**src/rtl/chop_pkg.sv**
```systemverilog
package chop_pkg;

   typedef enum logic [2:0] {
      ST_OFF   = 3'd0,
      ST_BLANK = 3'd1,
      ST_ON    = 3'd2,
      ST_FAST  = 3'd3,
      ST_SLOW  = 3'd4
   } chop_state_e;

   typedef enum logic [1:0] {
      BR_OFF   = 2'd0,
      BR_DRIVE = 2'd1,
      BR_FAST  = 2'd2,
      BR_SLOW  = 2'd3
   } bridge_e;

   function automatic int fast_len(input int off_cyc, input int num, input int den);
      return (off_cyc * num) / den;
   endfunction

endpackage

```
**src/rtl/chop_trip_sync.sv**
```systemverilog
module chop_trip_sync #(
   parameter int STAGES = 2
) (
   input  logic clk,
   input  logic rst_n,
   input  logic din,
   output logic dout
);
   generate
      if (STAGES == 0) begin : g_pass
         assign dout = din;
      end else begin : g_chain
         logic [STAGES-1:0] sr;
         always_ff @(posedge clk or negedge rst_n) begin
            if (!rst_n) begin
               sr <= '0;
            end else begin
               for (int i = STAGES - 1; i > 0; i--) begin
                  sr[i] <= sr[i-1];
               end
               sr[0] <= din;
            end
         end
         assign dout = sr[STAGES-1];
      end
   endgenerate
endmodule

```
**src/rtl/chop_timer.sv**
```systemverilog
module chop_timer #(
   parameter int W = 10
) (
   input  logic         clk,
   input  logic         rst_n,
   input  logic         load,
   input  logic [W-1:0] load_val,
   output logic         expired
);
   logic [W-1:0] cnt;

   always_ff @(posedge clk or negedge rst_n) begin
      if (!rst_n) begin
         cnt <= '0;
      end else if (load) begin
         cnt <= load_val;
      end else if (cnt != '0) begin
         cnt <= cnt - 1'b1;
      end
   end

   assign expired = (cnt == '0);
endmodule

```
**src/rtl/chop_fsm.sv**
```systemverilog
module chop_fsm
   import chop_pkg::*;
#(
   parameter int OFF_CYCLES   = 1000,
   parameter int BLANK_CYCLES = 50,
   parameter int FAST_CYCLES  = 312,
   parameter int CNT_W        = 10
) (
   input  logic             clk,
   input  logic             rst_n,
   input  logic             run_ok,
   input  logic             trip_s,
   input  logic             mixed_sel,
   input  logic             tmr_expired,
   output logic             tmr_load,
   output logic [CNT_W-1:0] tmr_val,
   output chop_state_e      state
);
   localparam logic [CNT_W-1:0] BLANK_LD = CNT_W'(BLANK_CYCLES - 1);
   localparam logic [CNT_W-1:0] OFF_LD   = CNT_W'(OFF_CYCLES - 1);
   localparam logic [CNT_W-1:0] FAST_LD  = CNT_W'(FAST_CYCLES - 1);
   localparam logic [CNT_W-1:0] TAIL_LD  = CNT_W'(OFF_CYCLES - FAST_CYCLES - 1);

   chop_state_e nxt;

   always_comb begin
      nxt      = state;
      tmr_load = 1'b0;
      tmr_val  = '0;
      if (!run_ok) begin
         nxt = ST_OFF;
      end else begin
         unique case (state)
            ST_OFF: begin
               nxt      = ST_BLANK;
               tmr_load = 1'b1;
               tmr_val  = BLANK_LD;
            end
            ST_BLANK: begin
               if (tmr_expired) nxt = ST_ON;
            end
            ST_ON: begin
               if (trip_s) begin
                  tmr_load = 1'b1;
                  if (mixed_sel) begin
                     nxt     = ST_FAST;
                     tmr_val = FAST_LD;
                  end else begin
                     nxt     = ST_SLOW;
                     tmr_val = OFF_LD;
                  end
               end
            end
            ST_FAST: begin
               if (tmr_expired) begin
                  nxt      = ST_SLOW;
                  tmr_load = 1'b1;
                  tmr_val  = TAIL_LD;
               end
            end
            ST_SLOW: begin
               if (tmr_expired) begin
                  nxt      = ST_BLANK;
                  tmr_load = 1'b1;
                  tmr_val  = BLANK_LD;
               end
            end
            default: nxt = ST_OFF;
         endcase
      end
   end

   always_ff @(posedge clk or negedge rst_n) begin
      if (!rst_n) state <= ST_OFF;
      else        state <= nxt;
   end
endmodule

```
**src/rtl/chop_drive_dec.sv**
```systemverilog
module chop_drive_dec
   import chop_pkg::*;
(
   input  chop_state_e state,
   output bridge_e     drive
);
   always_comb begin
      unique case (state)
         ST_BLANK, ST_ON: drive = BR_DRIVE;
         ST_FAST:         drive = BR_FAST;
         ST_SLOW:         drive = BR_SLOW;
         default:         drive = BR_OFF;
      endcase
   end
endmodule

```
**src/rtl/pwm_chopper.sv**
```systemverilog
module pwm_chopper
   import chop_pkg::*;
#(
   parameter int OFF_CYCLES   = 1000,
   parameter int BLANK_CYCLES = 50,
   parameter int FAST_NUM     = 5,
   parameter int FAST_DEN     = 16,
   parameter int SYNC_STAGES  = 2
) (
   input  logic       clk,
   input  logic       rst_n,
   input  logic       enable,
   input  logic       fault,
   input  logic       trip,
   input  logic       mixed_req,
   input  logic       auto_mixed,
   output logic [1:0] bridge_mode
);
   localparam int FAST_CYCLES = fast_len(OFF_CYCLES, FAST_NUM, FAST_DEN);
   localparam int MAX_LOAD    = (OFF_CYCLES > BLANK_CYCLES) ? OFF_CYCLES : BLANK_CYCLES;
   localparam int CNT_W       = $clog2(MAX_LOAD + 1);

   generate
      if (BLANK_CYCLES < 1) begin : g_chk_blank
         $error("BLANK_CYCLES must be at least 1");
      end
      if (OFF_CYCLES < 2) begin : g_chk_off
         $error("OFF_CYCLES must be at least 2");
      end
      if (FAST_DEN < 1 || FAST_NUM < 1 || FAST_NUM >= FAST_DEN) begin : g_chk_frac
         $error("FAST_NUM/FAST_DEN must be a fraction strictly between 0 and 1");
      end
      if (FAST_CYCLES < 1 || FAST_CYCLES >= OFF_CYCLES) begin : g_chk_fast
         $error("fast-decay portion must be at least one cycle and shorter than the off-time");
      end
      if (SYNC_STAGES < 0 || SYNC_STAGES > 4) begin : g_chk_sync
         $error("SYNC_STAGES must lie in 0..4");
      end
   endgenerate

   logic             trip_s;
   logic             tmr_load;
   logic [CNT_W-1:0] tmr_val;
   logic             tmr_expired;
   chop_state_e      state;
   bridge_e          drive;

   chop_trip_sync #(.STAGES(SYNC_STAGES)) u_sync (
      .clk  (clk),
      .rst_n(rst_n),
      .din  (trip),
      .dout (trip_s)
   );

   chop_timer #(.W(CNT_W)) u_timer (
      .clk     (clk),
      .rst_n   (rst_n),
      .load    (tmr_load),
      .load_val(tmr_val),
      .expired (tmr_expired)
   );

   chop_fsm #(
      .OFF_CYCLES  (OFF_CYCLES),
      .BLANK_CYCLES(BLANK_CYCLES),
      .FAST_CYCLES (FAST_CYCLES),
      .CNT_W       (CNT_W)
   ) u_fsm (
      .clk        (clk),
      .rst_n      (rst_n),
      .run_ok     (enable & ~fault),
      .trip_s     (trip_s),
      .mixed_sel  (auto_mixed | mixed_req),
      .tmr_expired(tmr_expired),
      .tmr_load   (tmr_load),
      .tmr_val    (tmr_val),
      .state      (state)
   );

   chop_drive_dec u_dec (
      .state(state),
      .drive(drive)
   );

   assign bridge_mode = drive;
endmodule

```
**config.mk**
```make
export PLATFORM = sky130hd
export DESIGN_NAME = pwm_chopper
export DESIGN_NICKNAME = d
export VERILOG_FILES = /design/src/rtl/chop_pkg.sv /design/src/rtl/chop_trip_sync.sv /design/src/rtl/chop_timer.sv /design/src/rtl/chop_fsm.sv /design/src/rtl/chop_drive_dec.sv /design/src/rtl/pwm_chopper.sv
export SDC_FILE = /design/constraint.sdc
export NUM_CORES = 1
export LEC_CHECK = 0
export ABC_AREA = 1
export CAP_MARGIN = 40
export CORE_MARGIN = 5
export CORE_UTILIZATION = 56
export DETAILED_ROUTE_END_ITERATION = 8
export GPL_TIMING_DRIVEN = 0
export HOLD_SLACK_MARGIN = 0.1
export PLACE_DENSITY = 0.77
export SETUP_SLACK_MARGIN = 0.4
export SLEW_MARGIN = 30
export SYNTH_ARGS = -nofsm -noshare
export SYNTH_HDL_FRONTEND = slang
export SYNTH_HIERARCHICAL = 1
export SYNTH_SLANG_ARGS = --single-unit
```
**constraint.sdc**
```tcl
create_clock -name clk -period 2.95 [get_ports clk]
set_input_delay 0.59 -clock clk [delete_from_list [all_inputs] [get_ports clk]]
set_output_delay 0.59 -clock clk [all_outputs]
set_load 0.005 [all_outputs]
```
# Word-level counts from Yosys, hierarchy flattened

Cells that the tools add are included.

Reductions and logical operators: 7
Add/subtract/negate cells: 1
Multiplexer cells: 20
Bitwise operators: 3
Equal/unequal tests: 8

Operators by type and width:

| kind                                                                 | number |
|---|---|
| 10-bit 2-to-1 mux                                                    | 6 |
| 10-bit case mux with 4 select lines                                  | 1 |
| 3-bit 2-to-1 mux                                                     | 6 |
| 3-bit case mux with 5 select lines                                   | 1 |
| 3-bit != test, second input constant                                 | 4 |
| 10-bit zero test                                                     | 1 |
| 10-bit nonzero test                                                  | 1 |
| 10-bit by 1-bit subtractor with 10-bit output, second input constant | 1 |
| 3-bit by 2-bit == test with 1-bit output, second input constant      | 2 |
| 6-bit 2-to-1 mux                                                     | 1 |
| 2-bit case mux with 3 select lines                                   | 1 |
| 4-bit AND reduction                                                  | 1 |
| 2-bit OR reduction                                                   | 2 |
| 3-bit by 1-bit == test with 1-bit output, second input constant      | 1 |
| 3-bit == test, second input constant                                 | 1 |
| 3-bit zero test                                                      | 1 |
| 1-bit 2-to-1 mux                                                     | 3 |
| 1-bit case mux with 3 select lines                                   | 1 |
| 2-bit nonzero test                                                   | 1 |
| 1-bit AND                                                            | 1 |
| 1-bit NOT                                                            | 1 |
| 1-bit OR                                                             | 1 |

Bits of input ports: 7
Word-level logic and storage cells: 42
Bits in registers: 15

# Logic depth before layout (Yosys ltp)

Gate-level depths: netlist (run 1).

Word-level depth: 6
Depth in mapped cells: 17
Gate-level depth less buffers: 17

# Modules after synthesis

Netlist (run 1), hierarchy kept.

By module, submodules not included:

| module         | cells an instance | area an instance (sq um) | times used |
|---|---|---|---|
| chop_timer     | 95                | 695.7                    | 1 |
| chop_fsm       | 56                | 307.8                    | 1 |
| chop_trip_sync | 2                 | 50.0                     | 1 |
| chop_drive_dec | 9                 | 37.5                     | 1 |
| pwm_chopper    | 5                 | 21.3                     | 1 |

# Least setup slack after synthesis (run 1)

No wires, ideal clock.

Path type: register -> register
Start: register u_timer.cnt[0]
End: register u_timer.cnt[8]
Buffers on the path: 0
Period minus slack after synthesis: 2227 ps
Slack: 723 ps
Cell stages (with the launch flop): 17
Data arrival time: 2111 ps
Required time: 2833 ps
Library setup time: 117 ps
Cell sequence: dfrtp_1 -> inv_1 -> ha_1 -> inv_1 -> nor2_2 -> nand4_2 -> nor2_2 -> inv_1 -> nor3_1 -> nand2_1 -> inv_2 -> nor2_2 -> nand2_1 -> inv_1 -> or2_2 -> nand2_1 -> nor2_1

Cells in the longest elaborated chain, start to end: 5

Ends and longest elaborated chain:

| what                                                           | RTL line                       | text |
|---|---|---|
| start, declared                                                | chop_timer.sv:10               | `logic [W-1:0] cnt;` |
| start signal, assigned                                         | chop_timer.sv:16               | `cnt <= load_val;` |
| start signal, assigned                                         | chop_timer.sv:18               | `cnt <= cnt - 1'b1;` |
| 10-bit zero test *                                             | chop_timer.sv:22               | `assign expired = (cnt == '0);` |
| net tmr_expired                                                | pwm_chopper.sv:44              | `logic tmr_expired;` |
| 1-bit 2-to-1 mux *                                             | chop_fsm.sv:55, chop_fsm.sv:62 |  |
| 1-bit case mux with 3 select lines *                           | chop_fsm.sv:33                 | `unique case (state)` |
| 1-bit 2-to-1 mux *                                             | chop_fsm.sv:30                 | `if (!run_ok) begin` |
| net tmr_load                                                   | pwm_chopper.sv:42              | `logic tmr_load;` |
| 10-bit 2-to-1 mux / 2-bit nonzero test (equally long branches) | n/a                            |  |

Mark *: on every way through the listed nets, which the timed path passes. The rest lies on a longest branch. The select of a mux whose other input is x is not followed.
A chain may end at the register's enable or synchronous reset.

# Final worst setup path (run 1)

Same ends and word-level chain as after synthesis.

==> flow_metrics.py, run 1 <==
metrics = {
    "route": {
        "drc": 0,
        "wl_met3_um": 72,
        "vias": 1038,
        "drt_iter0_markers": 23,
        "wire_per_inst_um": 11.0,
        "highest_layer": "met4",
        "drtPass1Iterations": 5,
        "routed_wl_mm": 2.26,
        "viasPerCell": 5.04,
        "drtAntennaViolNets": 0,
        "wl_met2_mm": 1.16,
        "wl_met1_um": 960,
    },
    "grt": {
        "grt_pass1_wl_mm": 3.99,
        "antenna_found_initial": 0,
        "grt_pass1_vias": 995,
        "grt-ovfl-total": 0,
        "grt_max_degree": 16,
        "track_usage_pct": 18.7,
    },
    "setup_path": {
        "endpoint_kind": "register",
        "cp_max_fo": 7,
        "critical-path-max-stage-delay_ps": 390,
        "crit_path_frequent_cell": "inv_2",
        "crit_chain": "inv_2 > ha_2 > inv_1 > nor2_4 > nand4_2 > nor2_4 > inv_1 > nor3_1 > nand2_1 > inv_2 > nor2_2 > nand2_2 > inv_2 > or2_2 > nand2_1 > nor2_1",
        "crit_type": "reg -> reg",
        "startpoint_type": "register",
        "crit_family": "simple AND/OR/NAND/NOR gates",
        "path_buf_inv": 5,
        "worstPathRequired_ps": 3130,
        "cp_slowest_cell": "dfrtp_1",
        "arrival_ps": 2530,
    },
    "timing": {
        "finalCriticalPeriod_ps": 2350,
        "report.final.slew_viol_count": 0,
        "fin_ws_ps": 604,
        "tns_ps": 0,
        "rsz0062_at_grt": "false",
        "finalSetupViolations": 0,
        "layout_worst_path_cycle_share_pct": 79.5,
        "slew_headroom_pct": 53.8,
        "skew_ps": 7.30,
        "worstMarginPinSlew_ps": 691,
        "fmax_mhz": 426,
        "hold_violations": 0,
    },
    "synthesis": {
        "ys.flop_type": "dfrtp_1",
        "synthesis.nets": 175,
        "synth_edf_count": 0,
        "ys_ff_latch": 15,
        "syn-instance-count": 167,
        "yosys_warnings": 6,
        "syn_avg_cell_area_um2": 6.66,
        "synth_cell_types": 22,
        "async_flop_share_pct": 100,
        "ys_seq_area_share_pct": 33.7,
        "synth_area_um2": 1110,
    },
    "worst_hold_path": {
        "hold_path_class": "reg -> reg",
    },
    "job": {
        "drv_cap": 0,
    },
    "floorplanning": {
        "io_pins": 9,
        "fp.dieW_um": 54.6,
        "rows": 16,
        "start_util_pct": 57.9,
        "die-area_um2": 2980,
        "core_area_um2": 1920,
        "die_h_um": 54.6,
    },
    "cts": {
        "root_buffer": "clkbuf_4",
        "cts_setup_buffers": 0,
        "cts.path.max_buffers": 2,
        "cts_sinks": 15,
        "worstSkewPairLatency_ps": 290,
        "tritoncts": "done",
        "cts_buffers": 3,
        "cts.htree.levels": 1,
        "clk_pin_slew_worst_paths_ps": 100,
    },
    "pwr": {
        "power.density_nw_per_um2": 732,
        "leakage_nw": 0.661,
        "irDropWorstVdd_mv": 0.494,
    },
    "placement": {
        "post-place-ws_ps": 429,
        "hpwlAfterDp_mm": 1.73,
        "globalplace.congestion": 0.888,
        "portBuffers": 8,
    },
    "layout": {
        "fin_nets": 188,
        "drive_gt1_share_pct": 19.6,
        "utilization_pct": 66.0,
        "final_common_cell": "nand2_1",
        "antenna_cells": 0,
        "layout_common_cells": "nand2_1, inv_1, nor2_1, dfrtp_1, nand3_1",
        "area_delta_synth_final_pct": 14.1,
    },
    "status": {
        "outcome": "complete, no violations",
    },
}
cells in the mapped netlist (4+ instances only):
cell,instances,share of area [%]
nand2_2,4,2.2
nand2_1,52,18
nand3_1,9,4.0
dfrtp_1,15,34
inv_1,25,8.4
nand4_1,4,2.2
nor2_1,18,6.1
o21ai_0,4,1.8
nor2_2,9,5.1
o21ai_1,6,2.7
path summary, 6_finish.rpt:
path                                           startpoint                        endpoint  slack (ps)  cells past startpoint
setup / recovery               u_timer/cnt[0]$_DFFE_PN0P_      u_timer/cnt[8]$_DFFE_PN0P_         600                     16
hold / removal             u_sync/g_chain.sr[0]$_DFF_PN0_  u_sync/g_chain.sr[1]$_DFF_PN0_         370                      0
setup reg to reg               u_timer/cnt[0]$_DFFE_PN0P_      u_timer/cnt[8]$_DFFE_PN0P_         600                     16
hold reg to reg            u_sync/g_chain.sr[0]$_DFF_PN0_  u_sync/g_chain.sr[1]$_DFF_PN0_         370                      0
max in group asynchronous                           rst_n      u_fsm/state[1]$_DFFE_PN0P_        1800                      1
min in group asynchronous                           rst_n      u_timer/cnt[4]$_DFFE_PN0P_         710                      1
stage by stage:
step | area, µm² | std cells | power [mW] | hold WS, ps
4_1_cts | 1250 | 206 | 0.917 | 374
2_1_floorplan | 1110 | 167 | 0.699 | 294
3_5_place_dp | 1230 | 202 | 0.792 | 351
6_report | 1270 | 206 | 0.929 | 366
5_1_grt | 1270 | 206 | 1.01 | 389
3_3_place_gp | 1230 | 202 | 0.768 | 338
layout make-up:
cell class | instances | area, µm²
buffer | 4 | 27.5
clock buffer | 3 | 22.5
clock inverter | 1 | 5.00
fill | 195 | 653
inverter | 28 | 105
multi-input combinational | 120 | 619
sequential | 15 | 375
tap | 27 | 33.8
timing repair buffer | 8 | 80.1
power by group:
part | internal, mW | total (mW) | switching [mW]
combinational | 0.172 | 0.454 | 0.282
clock | 0.0504 | 0.122 | 0.0717
sequential | 0.274 | 0.353 | 0.0790
total | 0.497 | 0.929 | 0.432
sequential cells by signal, indices dropped and copies added, names as in the netlist:
| name | flops |
|---|---|
| u_timer/cnt | 10 |
| u_sync/g_chain.sr | 2 |
| u_fsm/state | 3 |
worst reg2reg max path, cell delays in order (launching register included):
cell	delay, ps
dfrtp_1	390
inv_2	100
ha_2	210
inv_1	70
nor2_4	100
nand4_2	120
nor2_4	150
inv_1	80
nor3_1	170
nand2_1	120
inv_2	80
nor2_2	50
nand2_2	90
inv_2	100
or2_2	280
nand2_1	70
nor2_1	40
kinds of logic (layout without fill, tap and decap cells):
group / after synthesis / in the layout / share of synthesized area, %
AO/OA/AOI/OAI: 11 / 11 / 5.17
adder cells (fa/ha/maj): 1 / 1 / 1.12
buffers and inverters: 32 / 44 / 11.9
flip-flops: 15 / 15 / 33.7
XOR/XNOR: 3 / 3 / 2.36
AND/OR/NAND/NOR: 105 / 105 / 45.7
repair_timing:
| action | in CTS | in global routing |
|---|---|---|
| hold buffers | 0 | 0 |
| endpoints found under the setup margin | 0 | 10 |
| resized for setup | 0 | 6 |
per-layer routing:
metal | global-route usage (%) | vias up
met5 | 0 | -
met4 | 10.4 | 0
met3 | 3.27 | 11
met2 | 32.3 | 22
met1 | 21.8 | 469
li1 | - | 536
Note: power is estimated with default switching activity, not from simulation.
==> inputs of run 2 (changes only) <==
==> constraint.sdc (replaced) <==
create_clock -name clk -period 2.25 [get_ports clk]
set_input_delay 0.45 -clock clk [delete_from_list [all_inputs] [get_ports clk]]
set_output_delay 0.45 -clock clk [all_outputs]
set_load 0.005 [all_outputs]
==> flow_metrics.py, run 2 (synthesis gave the netlist of run 1 again) <==
metrics = {
    "status": {
        "outcome": "complete, no violations",
    },
    "cts": {
        "postCtsHoldBufs": 0,
        "cts_buffers": 3,
        "tritoncts": "done",
        "worstSkewPairLatency_ps": 290,
        "root_buffer": "clkbuf_4",
        "cts_sinks": 15,
        "clk_pin_slew_worst_paths_ps": 90,
        "cts.htree.levels": 1,
        "cts.path.max_buffers": 2,
    },
    "grt": {
        "grt_pass1_wl_mm": 4.22,
        "grt-ovfl-total": 0,
        "track_usage_pct": 20.5,
        "antenna_found_initial": 0,
        "grt_pass1_vias": 967,
        "grt_max_degree": 16,
    },
    "setup_path": {
        "r2r-end": "u_timer/cnt[8]$_DFFE_PN0P_",
        "critical-path-max-stage-delay_ps": 390,
        "crit_path_frequent_cell": "inv_2",
        "path_buf_inv": 5,
        "rr_worst_depth": 16,
        "crit_chain": "inv_2 > ha_4 > inv_2 > nor2_4 > nand4_4 > nor2_4 > inv_2 > nor3_2 > nand2_1 > inv_2 > nor2_4 > nand2_4 > inv_6 > or2_4 > nand2_2 > nor2_1",
        "reg2reg_slack_ps": 280,
        "worstPathRequired_ps": 2430,
        "startpoint_type": "register",
        "crit_family": "simple AND/OR/NAND/NOR gates",
        "cp_max_fo": 7,
        "crit_type": "reg -> reg",
        "rr_startpoint": "u_timer/cnt[0]$_DFFE_PN0P_",
        "endpoint_kind": "register",
        "arrival_ps": 2140,
        "cp_slowest_cell": "dfrtp_1",
    },
    "layout": {
        "fin_nets": 206,
        "largest_reg_flops": 10,
        "final_cell_area_um2": 1470,
        "regMostFlops": "u_timer/cnt",
        "stdcell_count": 224,
        "area_delta_synth_final_pct": 31.9,
        "utilization_pct": 76.4,
        "layout_common_cells": "nand2_1, buf_4, inv_1, nor2_1, dfrtp_1",
        "antenna_cells": 0,
        "final_common_cell": "nand2_1",
        "drive_gt1_share_pct": 32.5,
        "top_regs": "u_timer/cnt (10), u_fsm/state (3), u_sync/g_chain.sr (2)",
    },
    "timing": {
        "finalSetupViolations": 0,
        "fmax_mhz": 509,
        "skew_ps": 9.04,
        "layout_worst_path_cycle_share_pct": 87.4,
        "rsz0062_at_grt": "true",
        "hold_violations": 0,
        "report.final.slew_viol_count": 0,
        "slew_headroom_pct": 55.1,
        "finalCriticalPeriod_ps": 1970,
        "tns_ps": 0,
        "worstMarginPinSlew_ps": 671,
    },
    "route": {
        "viasPerCell": 4.88,
        "drc": 0,
        "wire_per_inst_um": 11.1,
        "vias": 1094,
        "drtPass1Iterations": 4,
        "routed_wl_mm": 2.49,
        "drtAntennaViolNets": 0,
        "drt_iter0_markers": 21,
    },
    "placement": {
        "globalplace.congestion": 0.819,
        "placed_cell_area_um2": 1290,
        "hpwlAfterDp_mm": 1.77,
        "place_inst": 202,
        "portBuffers": 8,
    },
    "floorplanning": {
        "rows": 16,
        "die-area_um2": 2980,
        "fp.dieW_um": 54.6,
        "start_util_pct": 57.9,
        "io_pins": 9,
        "die_h_um": 54.6,
        "core_area_um2": 1920,
    },
    "pwr": {
        "irDropWorstVdd_mv": 0.730,
        "leakage_nw": 0.766,
        "p_total_mw": 1.40,
        "power.density_nw_per_um2": 957,
    },
    "worst_hold_path": {
        "hold_path_class": "reg -> reg",
        "worstHoldStart": "u_sync/g_chain.sr[0]$_DFF_PN0_",
        "hold_end": "u_sync/g_chain.sr[1]$_DFF_PN0_",
        "holdPathStages": 0,
    },
    "job": {
        "drv_cap": 0,
    },
}
run 2: changes by cell type in the layout (fill, tap and decap cells not counted), moves of 3 or more:
cell | previous run | this run
buf_4 | 3 | 21
inv_1 | 23 | 20
dfrtp_2 | 0 | 3
dfrtp_1 | 15 | 12
run 2: area by class of cell:
| cell class | count | area (µm²) |
|---|---|---|
| Timing Repair Buffer | 26 | 213 |
| Sequential cell | 15 | 379 |
| Buffer | 4 | 37.5 |
| Tap cell | 27 | 33.8 |
| Inverter | 28 | 110 |
| Fill cell | 161 | 454 |
| Multi-Input combinational cell | 120 | 667 |
| Clock buffer | 3 | 22.5 |
| Clock inverter | 1 | 5.00 |
run 2: worst max path at each step:
stage | from | to | depth (start not counted)
2_1_floorplan | u_timer/cnt[0]$_DFFE_PN0P_ | u_timer/cnt[8]$_DFFE_PN0P_ | 16
4_1_cts | u_timer/cnt[0]$_DFFE_PN0P_ | u_timer/cnt[8]$_DFFE_PN0P_ | 16
3_3_place_gp | enable | u_timer/cnt[8]$_DFFE_PN0P_ | 11
3_5_place_dp | enable | u_timer/cnt[8]$_DFFE_PN0P_ | 11
6_report | u_timer/cnt[0]$_DFFE_PN0P_ | u_timer/cnt[8]$_DFFE_PN0P_ | 16
5_1_grt | u_timer/cnt[0]$_DFFE_PN0P_ | u_timer/cnt[0]$_DFFE_PN0P_ | 17
run 2: worst reg2reg max path, delay by kind of cell (launching register included):
kind                     cells  cell delay, ps
AND/OR/NAND/NOR             10             970
buffers and inverters        5             340
flip-flops                   1             390
adder cells (fa/ha/maj)      1             130
run 2: through the flow:
stage,hold WS (ps),worst slack [ps]
CTS,367,293
finish,367,285
detailed placement,344,58.5
floorplan,154,318
global route,392,125
global placement,340,106
run 2: where the power goes:
part           internal (mW)  leakage, nW  switching (mW)
Combinational          0.343        0.562           0.450
Sequential             0.360        0.186          0.0980
Clock                 0.0660       0.0177          0.0876
Total                  0.769        0.766           0.635
run 2: repair_timing:
action                     4_1_cts  5_1_grt
buffers inserted                15        3
setup endpoints to repair       12       10
resized for setup                8        3
pin swaps                        4        1
run 2: per-layer routing:
layer / wire [µm] / share of wire (%) / track usage (%) / up-vias
li1: - / - / - / 575
met1: 1080 / 44 / 24.7 / 495
met2: 1290 / 52 / 35.3 / 20
met3: 76 / 3.1 / 3.54 / 4
met4: 36 / 1.4 / 9.13 / 0
met5: 0 / 0 / 0 / -
==> inputs of run 3 (changes only) <==
--- a/config.mk
+++ b/config.mk
@@ -6,13 +6,14 @@
 export NUM_CORES = 1
 export LEC_CHECK = 0
 export ABC_AREA = 1
-export CAP_MARGIN = 40
+export CAP_MARGIN = 20
 export CORE_MARGIN = 5
 export CORE_UTILIZATION = 56
 export DETAILED_ROUTE_END_ITERATION = 8
 export GPL_TIMING_DRIVEN = 0
 export HOLD_SLACK_MARGIN = 0.1
 export PLACE_DENSITY = 0.77
+export RECOVER_POWER = 100
 export SETUP_SLACK_MARGIN = 0.4
 export SLEW_MARGIN = 30
 export SYNTH_ARGS = -nofsm -noshare
==> flow_metrics.py, run 3 (synthesis gave the netlist of run 1 again) <==
metrics = {
    "grt": {
        "antenna_found_initial": 0,
        "met1_usage_pct": 24.7,
        "grt_pass1_vias": 967,
        "grt-ovfl-total": 0,
        "grt_pass1_wl_mm": 4.22,
        "grt.met2_usage_pct": 35.3,
        "track_usage_pct": 20.5,
        "grt_use_met3_pct": 3.54,
        "grt_most_used_layer": "met2",
        "grt_max_degree": 16,
    },
    "timing": {
        "finalCriticalPeriod_ps": 2030,
        "tns_ps": 0,
        "report.final.slew_viol_count": 0,
        "slew_headroom_pct": 54.4,
        "finalSetupViolations": 0,
        "hold_violations": 0,
        "skew_ps": 11.1,
        "layout_worst_path_cycle_share_pct": 90.1,
        "rsz0062_at_grt": "true",
        "worstMarginPinSlew_ps": 682,
        "fmax_mhz": 493,
    },
    "floorplanning": {
        "rows": 16,
        "die-area_um2": 2980,
        "start_util_pct": 57.9,
        "core_area_um2": 1920,
        "fp.dieW_um": 54.6,
        "die_h_um": 54.6,
        "io_pins": 9,
    },
    "setup_path": {
        "rr_worst_depth": 16,
        "r2r-end": "u_timer/cnt[8]$_DFFE_PN0P_",
        "crit_type": "in -> reg",
        "path_buf_inv": 4,
        "arrival_ps": 2210,
        "worstPathRequired_ps": 2430,
        "startpoint_type": "input pin",
        "crit_family": "simple AND/OR/NAND/NOR gates",
        "reg2reg_slack_ps": 260,
        "cp_max_fo": 7,
        "rr_startpoint": "u_timer/cnt[0]$_DFFE_PN0P_",
        "crit_path_frequent_cell": "nor2_1",
        "endpoint_kind": "register",
        "crit_chain": "clkdlybuf4s50_1 > inv_1 > nor2_1 > inv_1 > nor2_2 > nor2_1 > nand2_4 > inv_6 > or2_4 > nand2_2 > nor2_1",
        "critical-path-max-stage-delay_ps": 460,
        "cp_slowest_cell": "clkdlybuf4s50_1",
    },
    "layout": {
        "drive_gt1_share_pct": 31.5,
        "largest_reg_flops": 10,
        "antenna_cells": 0,
        "fin_nets": 206,
        "fillers": 164,
        "top_regs": "u_timer/cnt (10), u_fsm/state (3), u_sync/g_chain.sr (2)",
        "utilization_pct": 75.8,
        "regMostFlops": "u_timer/cnt",
        "area_delta_synth_final_pct": 31.0,
        "layout_common_cells": "nand2_1, inv_1, buf_4, nor2_1, dfrtp_1",
        "final_common_cell": "nand2_1",
    },
    "route": {
        "routed_wl_mm": 2.51,
        "drtPass1Iterations": 4,
        "drt_iter0_markers": 25,
        "wire_per_inst_um": 11.2,
        "drc": 0,
        "vias": 1089,
        "viasPerCell": 4.86,
        "drtAntennaViolNets": 0,
    },
    "pwr": {
        "p_seq_share_pct": 32.6,
        "combPwrFrac_pct": 55.9,
        "intPower_mw": 0.766,
        "clockPowerShare_pct": 11.4,
        "switchingPower_mw": 0.637,
        "leakage_nw": 0.763,
        "irDropWorstVdd_mv": 0.739,
        "switching_share_pct": 45.4,
        "power.density_nw_per_um2": 963,
    },
    "cts": {
        "clk_pin_slew_worst_paths_ps": 100,
        "cts.htree.levels": 1,
        "root_buffer": "clkbuf_4",
        "worstSkewPairLatency_ps": 290,
        "cts_buffers": 3,
        "postCtsHoldBufs": 0,
        "cts.path.max_buffers": 2,
        "tritoncts": "done",
        "cts_sinks": 15,
    },
    "placement": {
        "globalplace.congestion": 0.819,
        "hpwlAfterDp_mm": 1.77,
        "portBuffers": 8,
    },
    "worst_hold_path": {
        "holdPathStages": 0,
        "worstHoldStart": "u_sync/g_chain.sr[0]$_DFF_PN0_",
        "hold_path_class": "reg -> reg",
        "hold_end": "u_sync/g_chain.sr[1]$_DFF_PN0_",
    },
    "job": {
        "drv_cap": 0,
    },
    "status": {
        "outcome": "complete, no violations",
    },
}
run 3: worst max-delay path by stage:
stage                                    start                         end  slack, ps  depth (start not counted)
floorplan           u_timer/cnt[0]$_DFFE_PN0P_  u_timer/cnt[8]$_DFFE_PN0P_        320                         16
global placement                        enable  u_timer/cnt[8]$_DFFE_PN0P_        110                         11
detailed placement                      enable  u_timer/cnt[8]$_DFFE_PN0P_         60                         11
CTS                 u_timer/cnt[0]$_DFFE_PN0P_  u_timer/cnt[8]$_DFFE_PN0P_        290                         16
global route                            enable  u_timer/cnt[0]$_DFFE_PN0P_         70                         12
finish                                  enable  u_timer/cnt[8]$_DFFE_PN0P_        220                         11
run 3: stage by stage:
step | hold WS [ps] | worst slack (ps) | std cells | total power, mW | area (µm²)
after floorplan | 154 | 318 | 167 | 0.990 | 1170
after global placement | 340 | 106 | 202 | 1.09 | 1290
after detailed placement | 344 | 58.5 | 202 | 1.12 | 1290
after CTS | 367 | 293 | 221 | 1.36 | 1440
after global routing | 392 | 68.5 | 224 | 1.53 | 1460
final | 369 | 223 | 224 | 1.40 | 1460
run 3: cell type report:
type                    count  area (µm²)  share of cell area, %
inverters                  28         110                   7.55
well taps                  27        33.8                   2.32
plain buffers               4        37.5                   2.58
clock inverters             1        5.00                  0.343
clock buffers               3        22.5                   1.55
flip-flops and latches     15         379                   26.0
multi-input cells         120         657                   45.1
repair buffers             26         213                   14.6
run 3: repair_timing:
| action | in CTS | in global routing |
|---|---|---|
| endpoints found under the setup margin | 12 | 10 |
| buffers inserted | 15 | 3 |
| hold endpoints to repair | 0 | 0 |
| gates resized for setup | 8 | 3 |
| pin swaps | 4 | 1 |
run 3: metal layers:
layer / routed length [µm] / part of all wire [%] / up-vias
met5: 0 / 0 / -
met4: 36 / 1.4 / 0
met1: 1110 / 44 / 487
met2: 1290 / 51 / 22
li1: - / - / 576
met3: 77 / 3.1 / 4
run 3: power groups by stage:
| stage | combinational, mW | clock [mW] | sequential [mW] |
|---|---|---|---|
| final | 0.785 | 0.160 | 0.458 |
| after global routing | 0.874 | 0.178 | 0.475 |
| after CTS | 0.746 | 0.160 | 0.457 |
| after detailed placement | 0.650 | 0 | 0.467 |
| after global placement | 0.624 | 0 | 0.463 |
| after floorplan | 0.539 | 0 | 0.451 |
